### src/rtl/blkxfer_pkg.sv
package blkxfer_pkg;

  typedef enum logic [1:0] {
    ST_IDLE = 2'd0,
    ST_RUN  = 2'd1,
    ST_FIN  = 2'd2
  } seq_state_t;

endpackage

### src/rtl/blkxfer_pick.sv
// Finds the lowest set bit of a register mask and counts the set bits.
module blkxfer_pick #(
  parameter int NREG = 16,
  localparam int IDXW = $clog2(NREG),
  localparam int CNTW = $clog2(NREG + 1)
) (
  input  logic [NREG-1:0] mask,
  output logic [IDXW-1:0] low_idx,
  output logic            any,
  output logic [CNTW-1:0] count
);

  always_comb begin
    low_idx = '0;
    for (int i = NREG - 1; i >= 0; i--) begin
      if (mask[i]) low_idx = IDXW'(i);
    end
  end

  always_comb begin
    count = '0;
    for (int i = 0; i < NREG; i++) begin
      count = count + CNTW'(mask[i]);
    end
  end

  assign any = |mask;

endmodule

### src/rtl/blkxfer_addr.sv
// Derives the first transfer address and the final base value.
module blkxfer_addr #(
  parameter int AW         = 32,
  parameter int CNTW       = 5,
  parameter int WORD_BYTES = 4
) (
  input  logic [AW-1:0]   base,
  input  logic [CNTW-1:0] count,
  input  logic            up,
  input  logic            pre,
  output logic [AW-1:0]   first_addr,
  output logic [AW-1:0]   final_base
);

  localparam logic [AW-1:0] STEP = AW'(WORD_BYTES);

  logic [AW-1:0] span;
  assign span = AW'(count) * STEP;

  // Decrementing modes still walk upward from the lowest address.
  always_comb begin
    unique case ({up, pre})
      2'b10:   first_addr = base;
      2'b11:   first_addr = base + STEP;
      2'b00:   first_addr = base - span + STEP;
      default: first_addr = base - span;
    endcase
  end

  assign final_base = up ? (base + span) : (base - span);

endmodule

### src/rtl/blkxfer_seq.sv
module blkxfer_seq
  import blkxfer_pkg::*;
#(
  parameter int NREG       = 16,
  parameter int AW         = 32,
  parameter int WORD_BYTES = 4,
  localparam int IDXW      = $clog2(NREG)
) (
  input  logic            clk,
  input  logic            rst_n,
  input  logic            start,
  input  logic [NREG-1:0] req_mask,
  input  logic [AW-1:0]   req_base,
  input  logic            req_up,
  input  logic            req_pre,
  input  logic            req_load,
  input  logic            req_wback,
  output logic            busy,
  output logic            xfer_valid,
  input  logic            xfer_ready,
  output logic [IDXW-1:0] xfer_reg,
  output logic [AW-1:0]   xfer_addr,
  output logic            xfer_load,
  output logic            pc_load,
  output logic            wb_valid,
  output logic [AW-1:0]   wb_value,
  output logic            done
);

  localparam int CNTW = $clog2(NREG + 1);
  localparam logic [AW-1:0]   STEP   = AW'(WORD_BYTES);
  localparam logic [IDXW-1:0] PC_IDX = IDXW'(NREG - 1);

  seq_state_t      state_q;
  logic [NREG-1:0] rem_q;
  logic [AW-1:0]   addr_q;
  logic [AW-1:0]   wbv_q;
  logic            load_q;
  logic            wben_q;

  logic [IDXW-1:0] rem_idx, req_low;
  logic            rem_any, req_any;
  logic [CNTW-1:0] rem_cnt, req_cnt;
  logic [AW-1:0]   first_addr, final_base;
  logic            accept, fire, last;

  blkxfer_pick #(.NREG(NREG)) u_rem (
    .mask(rem_q), .low_idx(rem_idx), .any(rem_any), .count(rem_cnt)
  );

  blkxfer_pick #(.NREG(NREG)) u_req (
    .mask(req_mask), .low_idx(req_low), .any(req_any), .count(req_cnt)
  );

  blkxfer_addr #(.AW(AW), .CNTW(CNTW), .WORD_BYTES(WORD_BYTES)) u_addr (
    .base(req_base), .count(req_cnt), .up(req_up), .pre(req_pre),
    .first_addr(first_addr), .final_base(final_base)
  );

  assign accept = start && (state_q == ST_IDLE);
  assign fire   = xfer_valid && xfer_ready;
  assign last   = (rem_cnt == CNTW'(1));

  always_ff @(posedge clk or negedge rst_n) begin
    if (!rst_n) begin
      state_q <= ST_IDLE;
      rem_q   <= '0;
      addr_q  <= '0;
      wbv_q   <= '0;
      load_q  <= 1'b0;
      wben_q  <= 1'b0;
    end else begin
      unique case (state_q)
        ST_IDLE: begin
          if (accept) begin
            rem_q   <= req_mask;
            addr_q  <= first_addr;
            wbv_q   <= final_base;
            load_q  <= req_load;
            wben_q  <= req_wback && req_any;
            state_q <= req_any ? ST_RUN : ST_FIN;
          end
        end
        ST_RUN: begin
          if (xfer_ready) begin
            rem_q[rem_idx] <= 1'b0;
            addr_q         <= addr_q + STEP;
            if (last) state_q <= ST_FIN;
          end
        end
        default: state_q <= ST_IDLE;
      endcase
    end
  end

  assign busy       = (state_q != ST_IDLE);
  assign xfer_valid = (state_q == ST_RUN);
  assign xfer_reg   = rem_idx;
  assign xfer_addr  = addr_q;
  assign xfer_load  = load_q;
  assign pc_load    = fire && load_q && (rem_idx == PC_IDX);
  assign done       = (state_q == ST_FIN);
  assign wb_valid   = done && wben_q;
  assign wb_value   = wbv_q;

  AST_FIRST_LOW: assert property (@(posedge clk) disable iff (!rst_n)
    accept && req_any |=> xfer_valid && (xfer_reg == $past(req_low)));

  AST_RUN_HAS_WORK: assert property (@(posedge clk) disable iff (!rst_n)
    xfer_valid |-> rem_any);

  AST_REG_ASCEND: assert property (@(posedge clk) disable iff (!rst_n)
    fire && !last |=> xfer_valid && (xfer_reg > $past(xfer_reg)));

  AST_ADDR_STEP: assert property (@(posedge clk) disable iff (!rst_n)
    fire && !last |=> xfer_addr == $past(xfer_addr) + STEP);

  AST_HOLD_STALL: assert property (@(posedge clk) disable iff (!rst_n)
    xfer_valid && !xfer_ready |=> xfer_valid && $stable(xfer_addr)
      && $stable(xfer_reg) && $stable(xfer_load));

  AST_LAST_DONE: assert property (@(posedge clk) disable iff (!rst_n)
    fire && last |=> done && !xfer_valid);

  AST_EMPTY_MASK: assert property (@(posedge clk) disable iff (!rst_n)
    accept && !req_any |=> done && !wb_valid && !xfer_valid);

  AST_DONE_PULSE: assert property (@(posedge clk) disable iff (!rst_n)
    done |=> !done);

endmodule

### config.mk
export PLATFORM = sky130hd
export DESIGN_NAME = blkxfer_seq
export DESIGN_NICKNAME = d
export VERILOG_FILES = /design/src/rtl/blkxfer_pkg.sv /design/src/rtl/blkxfer_pick.sv /design/src/rtl/blkxfer_addr.sv /design/src/rtl/blkxfer_seq.sv
export SDC_FILE = /design/constraint.sdc
export NUM_CORES = 1
export LEC_CHECK = 0
export BUFFER_PORTS_ARGS = -buffer_cell sky130_fd_sc_hd__buf_4
export CAP_MARGIN = 10
export CORE_UTILIZATION = 46
export DETAILED_ROUTE_END_ITERATION = 6
export HOLD_SLACK_MARGIN = 0.1
export PLACE_DENSITY_LB_ADDON = 0.25
export SLEW_MARGIN = 10
export SYNTH_ARGS = -nofsm -noshare
export SYNTH_HDL_FRONTEND = slang
export SYNTH_SLANG_ARGS = --single-unit
### constraint.sdc
create_clock -name clk -period 5.15 [get_ports clk]
set_input_delay 1.545 -clock clk [delete_from_list [all_inputs] [get_ports clk]]
set_output_delay 1.545 -clock clk [all_outputs]
set_load 0.01 [all_outputs]
**Word-level counts from Yosys, hierarchy flattened**

Index checks and enable logic that the tools add are counted.

- Register bits: 84
- Input port bits: 56
- Output and inout port bits: 74
- Logic and storage cells: 100

- Add/sub/neg operators: 35
- Magnitude comparators: 2
- Equal/unequal tests: 9
- Multiplexer cells: 31
- Bitwise operators: 2
- Reduce and logical (&&, ||, !) cells: 15

Operators with widths:

| kind | count |
|---|---|
| 5-bit by 1-bit adder with 5-bit output | 28 |
| 32-bit by 3-bit adder with 32-bit output, second input constant | 3 |
| 32-bit 2-to-1 mux | 3 |
| 32-bit one-hot mux with 3 select lines | 1 |
| 4-bit 2-to-1 mux | 16 |
| 32-bit one-hot mux with 2 select lines | 1 |
| 32-bit by 7-bit adder with 32-bit output | 1 |
| 16-bit 2-to-1 mux | 2 |
| 16-bit one-hot mux with 2 select lines | 1 |
| 32-bit by 7-bit subtractor with 32-bit output | 1 |
| 16-bit AND | 1 |
| 16-bit inverter | 1 |
| 16-bit OR reduction | 1 |
| 2-bit 2-to-1 mux | 4 |
| 1-bit logical AND | 7 |
| 2-bit equality test, second input constant | 3 |
| 3-bit AND reduction | 2 |
| 5-bit by 1-bit equality test with 1-bit output, second input constant | 1 |
| 4-bit by 5-bit less-than comparator with 1-bit output, second input constant | 1 |
| 1-bit by 1-bit adder with 2-bit output | 2 |
| 1-bit demux with 4-bit select | 1 |
| 4-bit equality test, second input constant | 1 |
| 4-bit by 1-bit >= comparator with 1-bit output, second input constant | 1 |
| 2-bit logical NOT | 2 |
| other kinds (7) | 9 |

**Longest topological paths before layout**

Gate-level depths: netlist of run 1.

- Depth in word-level cells: 24
- Mapped depth: 28
- Depth with buffers taken out: 26

**Cells and area by module**

From an unflattened synthesis of run 1, not the netlist that was laid out.

- Cell total of the unflattened synthesis: 1,210
- Area total of the unflattened synthesis: 9,029.9 µm²

Modules (own cells, without submodules):

| module | instances | cells an instance | area an instance (µm²) | sequential area each (µm²) |
|---|---|---|---|---|
| blkxfer_seq | 1 | 503 | 4,212.8 | 2,102.0 |
| blkxfer_addr | 1 | 561 | 3,673.5 | 0.0 |
| blkxfer_pick | 2 | 73 | 571.8 | 0.0 |

**Least setup slack after synthesis of run 1**

OpenSTA, ideal clock, no wires.

- Path type: in2reg
- From: in req_mask[0]
- To: reg addr_q[20], in the netlist xfer_addr[20]
- Setup time: 0.126 ns
- Arrival time: 7.565 ns
- Required time: 5.024 ns
- Slack: -2.541 ns
- Cell stages on the path: 21
- Path buffers: 1
- Path through: inv_1 -> ha_1 -> inv_1 -> fa_1 -> fa_1 -> fa_1 -> fa_1 -> fa_1 -> fa_1 -> inv_1 -> fa_1 -> or2_2 -> a21oi_1 -> xor2_1 -> a2111oi_0 -> and3_1 -> buf_2 -> nand3b_1 -> xor2_1 -> o311a_1 -> o32a_1

- Longest elaborated chain between the ends: 20

RTL lines:

| what | RTL line | RTL |
|---|---|---|
| start: declaration | blkxfer_seq.sv:12 | `input logic [NREG-1:0] req_mask,` |
| 1-bit by 1-bit adder with 2-bit output * | blkxfer_pick.sv:23 | `count = count + CNTW'(mask[i]);` |
| 5-bit by 1-bit adder with 5-bit output * (14 in a row) | blkxfer_pick.sv:23 |  |
| 32-bit by 7-bit subtractor with 32-bit output * | blkxfer_addr.sv:25, blkxfer_addr.sv:26 |  |
| 32-bit by 3-bit adder with 32-bit output | blkxfer_addr.sv:25 | `2'b00: first_addr = base - span + STEP;` |
| 32-bit one-hot mux with 3 select lines * | blkxfer_addr.sv:22 | `unique case ({up, pre})` |
| 32-bit 2-to-1 mux * | blkxfer_seq.sv:75 | `if (accept) begin` |
| 32-bit one-hot mux with 2 select lines * | blkxfer_seq.sv:73 | `unique case (state_q)` |
| end signal: assignment | blkxfer_seq.sv:77 | `addr_q <= first_addr;` |
| end signal: assignment | blkxfer_seq.sv:87 | `addr_q <= addr_q + STEP;` |
| end: declaration | blkxfer_seq.sv:36 | `logic [AW-1:0] addr_q;` |

Mark *: on every way between the ends. The rest lies on a longest branch, timed or not. The select of a mux whose other input is x is not followed.
A chain may end at the register's enable or synchronous reset.

**Worst setup path in the final report of run 1**

- From: in req_mask[1]
- To: reg addr_q[21], in the netlist xfer_addr[21]

Same word-level chain as after synthesis.

==> results of run 1 <==
-- cell type report --
cell class	count	area (µm²)
inverter	79	319.1
timing repair buffer	352	2982
clock inverter	6	47.55
fill	1374	4930
clock buffer	9	225.2
multi-input combinational	915	7317
sequential	84	2102
tap	229	286.5
-- Yosys cell counts (all sizes together), types with 7 or more instances --
library cell	count	area share
a211oi	12	0.011
a21o	9	0.0078
a21oi	81	0.047
a221oi	7	0.0071
a31oi	12	0.0087
and2	8	0.0058
and3	13	0.0094
buf	16	0.0087
clkbuf	63	0.027
dfrtp	84	0.24
fa	22	0.051
ha	28	0.040
inv	77	0.033
mux2i	10	0.012
nand2	150	0.065
nand2b	11	0.0079
nand3	45	0.027
nand3b	8	0.0069
nand4	17	0.012
nor2	78	0.034
nor2b	8	0.0058
nor3	53	0.031
nor4	36	0.034
o21ai	87	0.050
o22ai	15	0.011
o311ai	10	0.010
o31ai	9	0.0078
or2	8	0.0058
or3	9	0.0071
or4	9	0.0082
xnor2	51	0.052
xor2	28	0.028
-- registers in the layout, indices dropped and copies added, names as in the netlist --
name / count
wb_value: 32
rem_q: 16
xfer_addr: 32
wben_q: 1
xfer_load: 1
state_q: 2
-- worst max path at each step --
stage	from	to	slack, ns
after global placement	req_mask[1]	xfer_addr[29]	-2.43
after floorplan	req_mask[1]	xfer_addr[30]	-2.14
after CTS	req_mask[1]	xfer_addr[30]	-1.95
after detailed placement	req_mask[1]	xfer_addr[29]	-2.55
final	req_mask[1]	xfer_addr[21]	-2.08
after global routing	req_mask[1]	xfer_addr[29]	-2.26
-- repair_timing --
item,4_1_cts,5_1_grt
pin swaps,88,98
endpoints found under the hold margin,0,0
setup buffers,34,49
gates cloned,1,0
resized for setup,184,115
setup endpoints to repair,59,59
-- routing by layer --
metal	GRT usage	routed length, µm	vias to the layer above
li1	-	-	4719
met5	0	0	-
met4	0.2018	1967	0
met1	0.4362	13810	5122
met2	0.6199	18010	610
met3	0.06043	2939	155
-- power by group --
group	switching, mW	internal, mW
clock network	0.333	0.331
registers	0.342	0.973
logic	3.02	2.93
-- through the flow --
step	total power, mW	TNS, ns	util	hold slack (ns)	instances
final	7.926	-95.29	0.7293	0.4785	1674
after global routing	8.471	-104.58	0.7293	0.5052	1674
after CTS	7.275	-89.18	0.6906	0.4758	1647
after detailed placement	5.841	-118.63	0.6184	0.4655	1601
after global placement	5.720	-113.44	0.6184	0.4577	1601
after floorplan	3.998	-85.64	-	0.4308	1157
-- layout by cell type, fill, tap and decap left out, types with 36 or more instances in the layout --
master / netlist / routed
o21ai_0: 87 / 42
nor3_1: 53 / 39
nand2_1: 149 / 137
buf_4: 1 / 282
a21oi_1: 81 / 64
o21ai_1: 0 / 36
dfrtp_1: 84 / 84
xnor2_1: 51 / 41
buf_6: 0 / 59
inv_1: 77 / 70
nor2_1: 78 / 67
-- worst max-delay path, stage by stage --
cell and delay (ns):
buf_12 0.09, inv_12 0.03, ha_4 0.24, inv_2 0.03
fa_1 0.49, fa_1 0.43, fa_2 0.55, fa_1 0.43
fa_2 0.39, fa_2 0.41, nor2b_1 0.13, o21a_1 0.22
inv_2 0.06, ha_4 0.18, or3b_4 0.43, buf_12 0.16
nor4_4 0.29, o22ai_2 0.14, nor4_2 0.18, buf_4 0.21
buf_6 0.12, nand2_4 0.07, or3_1 0.32, xor2_1 0.16
a21o_1 0.18
-- logic make-up after synthesis --
| family | after synthesis | synth area share |
|---|---|---|
| simple gates | 472 | 0.2790 |
| compound gates | 300 | 0.2199 |
| buf+inv | 158 | 0.07023 |
| flops | 84 | 0.2428 |
| xor+xnor | 79 | 0.07991 |
| fa+ha+maj | 50 | 0.09133 |
| mux | 14 | 0.01676 |
==> results.ini, run 1 <==
[status]
status = finished with violations
violations = design-rule violations, negative setup slack

[clock_network]
cts_buffers = 9
cts_max_level = 3
clkLatencyLatePin_ns = 0.37
clk_pin_slew_worst_paths_ns = 0.08
cts_tree = done
holdBufCountCts = 0
cts_buffer_depth = 2
cts-root-buf = clkbuf_16
numClockSinks = 84

[synthesis]
synth-edff-count = 0
ys_seq_elements = 84
ys_seq_area_frac = 0.2428
yosys_warnings = 0
ys.flop_type = dfrtp_1
synth_fp_nets = 1263
async_flop_share = 1.000
synth_area_um2 = 8658
ys_types = 79
synth_cells = 1157
syn_avg_cell_area_um2 = 7.483

[critical_path]
arrival_ns = 7.49
required_ns = 5.41
r2r-end = state_q[0]
worst_setup_path_start_kind = input pin
crit_path_end_kind = register
reg2regPathDepth = 14
crit_fanout = 6
r2r_start = rem_q[0]
reg2reg_slack_ns = 0.73
crit_type = input pin to register

[route]
drtIter0Drc = 1072
drc = 7
drt-wirelength-per-cell_um = 21.94
wirelength_um = 36730
vias = 10610
routed_via_density = 6.336
drtAntennaViolNets = 0
firstDrtPassIters = 7

[die]
core_um2 = 18210
initial_utilization = 0.4755
fp.dieH_um = 139.2
die_area_um2 = 19380
fp.dieW_um = 139.2
row_count = 49
io_pins = 130

[sta]
period_needed_ns = 7.228
drv_slew = 0
finalSetupViolCount = 59
skew_ns = 0.01396
finalHoldViolCount = 0
worstMarginPinSlew_ns = 1.076
rsz0062_at_grt = yes
max_slew_margin = 0.2803
post-route-period-util = 1.403
fmax_mhz = 138.4
layout_setup_ws_ns = -2.078

[finish]
nNetsFinal = 1547
area_delta_synth_final_pct = 53.37
design_area_um2 = 13280
antenna_cells = 0
drive_above_1_share = 0.3979

[hold_path]
hold_path_depth = 1
holdCritPathClass = register to register
holdPathEnd = state_q[1]
min_from = state_q[1]

[placement]
portBuffers = 129
placed_cell_area_um2 = 11260
pre_cts_slack_ns = -2.547
gp_congestion = 1.075
dp_hpwl_um = 24960

[global_route]
antenna_found_initial = 0
grt_max_degree = 93
grt.total_usage = 0.3634
grt_pass1_vias = 10390
grt_overflow_total = 0
grt_pass1_wl_um = 55320

[job]
maxCapViolations = 0

[pwr]
vdd_drop_max_mv = 0.4100
p_per_area_nw_per_um2 = 596.9
p_leak_nw = 5.620

No activity file was read; power rests on OpenSTA's default activity.
==> run 2, diff against run 1 <==
Settings changed: SYNTH_HIERARCHICAL set to 1.
==> run 2 against run 1 <==
  * The run still ends with design-rule violations, negative setup slack left
  * First-iteration DRC count is 19% lower
  * Clock skew is 0.0052 ns lower
  * Final cell count increased by 2.9%
  * Routed wire length down 13%
  * Final area decreased by 3.8%
  * Fmax fell by 6.6%
  * Global-route usage decreased by 5.3 points
  * Non-clock buffer count decreased by 13
==> results.ini, run 2 <==
[global_route]
grt.total_usage = 0.3108  ; was 0.3634
grt_max_degree = 64  ; was 93
grt_pass1_wl_um = 48930  ; was 55,320 µm
grt_pass1_vias = 9523  ; was 10,390
antenna_found_initial = 0  ; unchanged
grt_overflow_total = 0  ; unchanged

[status]
violations = design-rule violations, negative setup slack  ; unchanged
status = finished with violations  ; unchanged

[critical_path]
slowest_delay_ns = 0.55  ; about the same
cp_top_family = adder cells  ; unchanged
slowest_stage = fa_1  ; was fa_2
r2r_start = rem_q[2]  ; was rem_q[0]
path_buf_inv = 7  ; unchanged
reg2regPathDepth = 11  ; was 14
crit_type = input pin to register  ; unchanged
required_ns = 5.39  ; was 5.41 ns
reg2reg_slack_ns = 0.32  ; was 0.73 ns
crit_fanout = 4  ; was 6
crit_path_end_kind = register  ; unchanged
worst_setup_path_start_kind = input pin  ; unchanged
r2r-end = state_q[0]  ; unchanged
startpoint = req_mask[7]  ; was req_mask[1]
arrival_ns = 7.98  ; was 7.49 ns

[clock_network]
cts_buffer_depth = 2  ; unchanged
cts_tree = done  ; unchanged
cts-root-buf = clkbuf_16  ; unchanged
cts_max_level = 3  ; unchanged
holdBufCountCts = 0  ; unchanged
numClockSinks = 84  ; unchanged
clk_pin_slew_worst_paths_ns = 0.07  ; was 0.08 ns
cts_buffers = 9  ; unchanged
clkLatencyLatePin_ns = 0.35  ; was 0.37 ns

[sta]
drv_slew = 0  ; unchanged
layout_setup_ws_ns = -2.592  ; was -2.078 ns
finalHoldViolCount = 0  ; unchanged
fmax_mhz = 129.2  ; was 138.4 MHz
rsz0062_at_grt = yes  ; unchanged
finalSetupViolCount = 58  ; was 59
max_slew_margin = 0.4467  ; was 0.2803
worstMarginPinSlew_ns = 0.8300  ; was 1.076 ns
period_needed_ns = 7.742  ; was 7.228 ns
post-route-period-util = 1.503  ; was 1.403
holdWs_ns = 0.4763  ; was 0.4785 ns
setup_tns_ns = -93.28  ; was -95.29 ns
skew_ns = 0.008782  ; was 0.01396 ns

[die]
initial_utilization = 0.4719  ; was 0.4755
fp.dieH_um = 141.0  ; was 139.2 µm
core_um2 = 18830  ; was 18,210 µm²
io_pins = 130  ; unchanged
row_count = 50  ; was 49
die_area_um2 = 19880  ; was 19,380 µm²
fp.dieW_um = 141.0  ; was 139.2 µm

[finish]
layout_common_cells = 299 x buf_4, 204 x nand2_1, 84 x dfrtp_1, 74 x nor2_1, 73 x a21oi_1  ; was 282 x buf_4, 137 x nand2_1, 84 x dfrtp_1, 70 x inv_1, 67 x nor2_1
fin_util = 0.6782  ; was 0.7293
antenna_cells = 0  ; unchanged
fillers = 1547  ; was 1,374
nNetsFinal = 1563  ; was 1,547
drive_above_1_share = 0.3776  ; was 0.3979
layout_commonest_cell = buf_4  ; unchanged
area_delta_synth_final_pct = 43.72  ; was 53.37%

[synthesis]
synth_area_um2 = 8886  ; was 8658 µm²
yosys_warnings = 6  ; was 0
synth_cells = 1186  ; was 1,157
syn_avg_cell_area_um2 = 7.492  ; was 7.483 µm²
synth_fp_nets = 1292  ; was 1,263

[placement]
dp_hpwl_um = 22600  ; was 24,960 µm
gp_congestion = 0.9437  ; was 1.075
portBuffers = 129  ; unchanged
pre_cts_slack_ns = -2.950  ; was -2.547 ns

[route]
drtAntennaViolNets = 0  ; unchanged
wirelength_um = 31840  ; was 36,730 µm
firstDrtPassIters = 7  ; unchanged
vias = 10180  ; was 10,610
drc = 1  ; was 7
drt-wirelength-per-cell_um = 18.49  ; was 21.94 µm
routed_via_density = 5.912  ; was 6.336
drtIter0Drc = 870  ; was 1,072

[hold_path]
holdPathEnd = wb_value[15]  ; was state_q[1]
hold_path_depth = 2  ; was 1
holdCritPathClass = register to register  ; unchanged
min_from = wb_value[15]  ; was state_q[1]

[pwr]
p_per_area_nw_per_um2 = 607.2  ; was 596.9 nW/µm²
total_power_mw = 7.754  ; was 7.926 mW
p_leak_nw = 5.849  ; was 5.620 nW
vdd_drop_max_mv = 0.7623  ; was 0.4100 mV

[job]
maxCapViolations = 0  ; unchanged

==> run 2: tightest hold or removal path, cell delays in order, from the launching register on <==
cell     delay, ns
dfrtp_1       0.35
nand2_1       0.05
nand2_1       0.05
==> run 2: where the power goes <==
| group | switching [mW] | internal, mW |
|---|---|---|
| Combinational | 2.94 | 2.79 |
| Clock | 0.332 | 0.345 |
| Sequential | 0.368 | 0.978 |
| Total | 3.64 | 4.11 |
==> run 2: timing repair <==
action / CTS / global route
setup buffers: 26 / 20
resized for setup: 111 / 94
endpoints found under the setup margin: 58 / 58
pin swaps: 65 / 70
==> run 2: stage by stage <==
stage                     cells  instance area (µm²)
after CTS                  1707                12240
after detailed placement   1667                11280
final                      1722                12770
after global placement     1667                11280
after floorplan            1186                 9134
after global routing       1722                12770
==> run 2: worst max path at each step <==
stage / to / cells past startpoint / slack [ns]
floorplan: xfer_addr[24] / 25 / -2.66
global placement: xfer_addr[29] / 26 / -2.86
detailed placement: xfer_addr[24] / 25 / -2.95
CTS: xfer_addr[29] / 25 / -2.43
global route: xfer_addr[29] / 27 / -2.82
finish: xfer_addr[27] / 28 / -2.59
==> run 2: routing by layer <==
layer  vias to the layer above  track usage  part of all wire  wire [µm]
met5                         -            0                 0          0
met4                         0       0.1356             0.042       1331
li1                       4724            -                 -          -
met2                       462       0.5179              0.47      14990
met1                      4889       0.3939              0.42      13330
met3                       105      0.05605             0.069       2196
==> run 2: final cells by class <==
type	count	area, µm²	share of cell area
Multi-Input combinational cell	946	7041	0.5513
Inverter	77	299.0	0.02342
Clock buffer	9	225.2	0.01763
Sequential cell	84	2102	0.1646
Clock inverter	7	76.32	0.005976
Tap cell	260	325.3	0.02547
Timing Repair Buffer	339	2703	0.2116
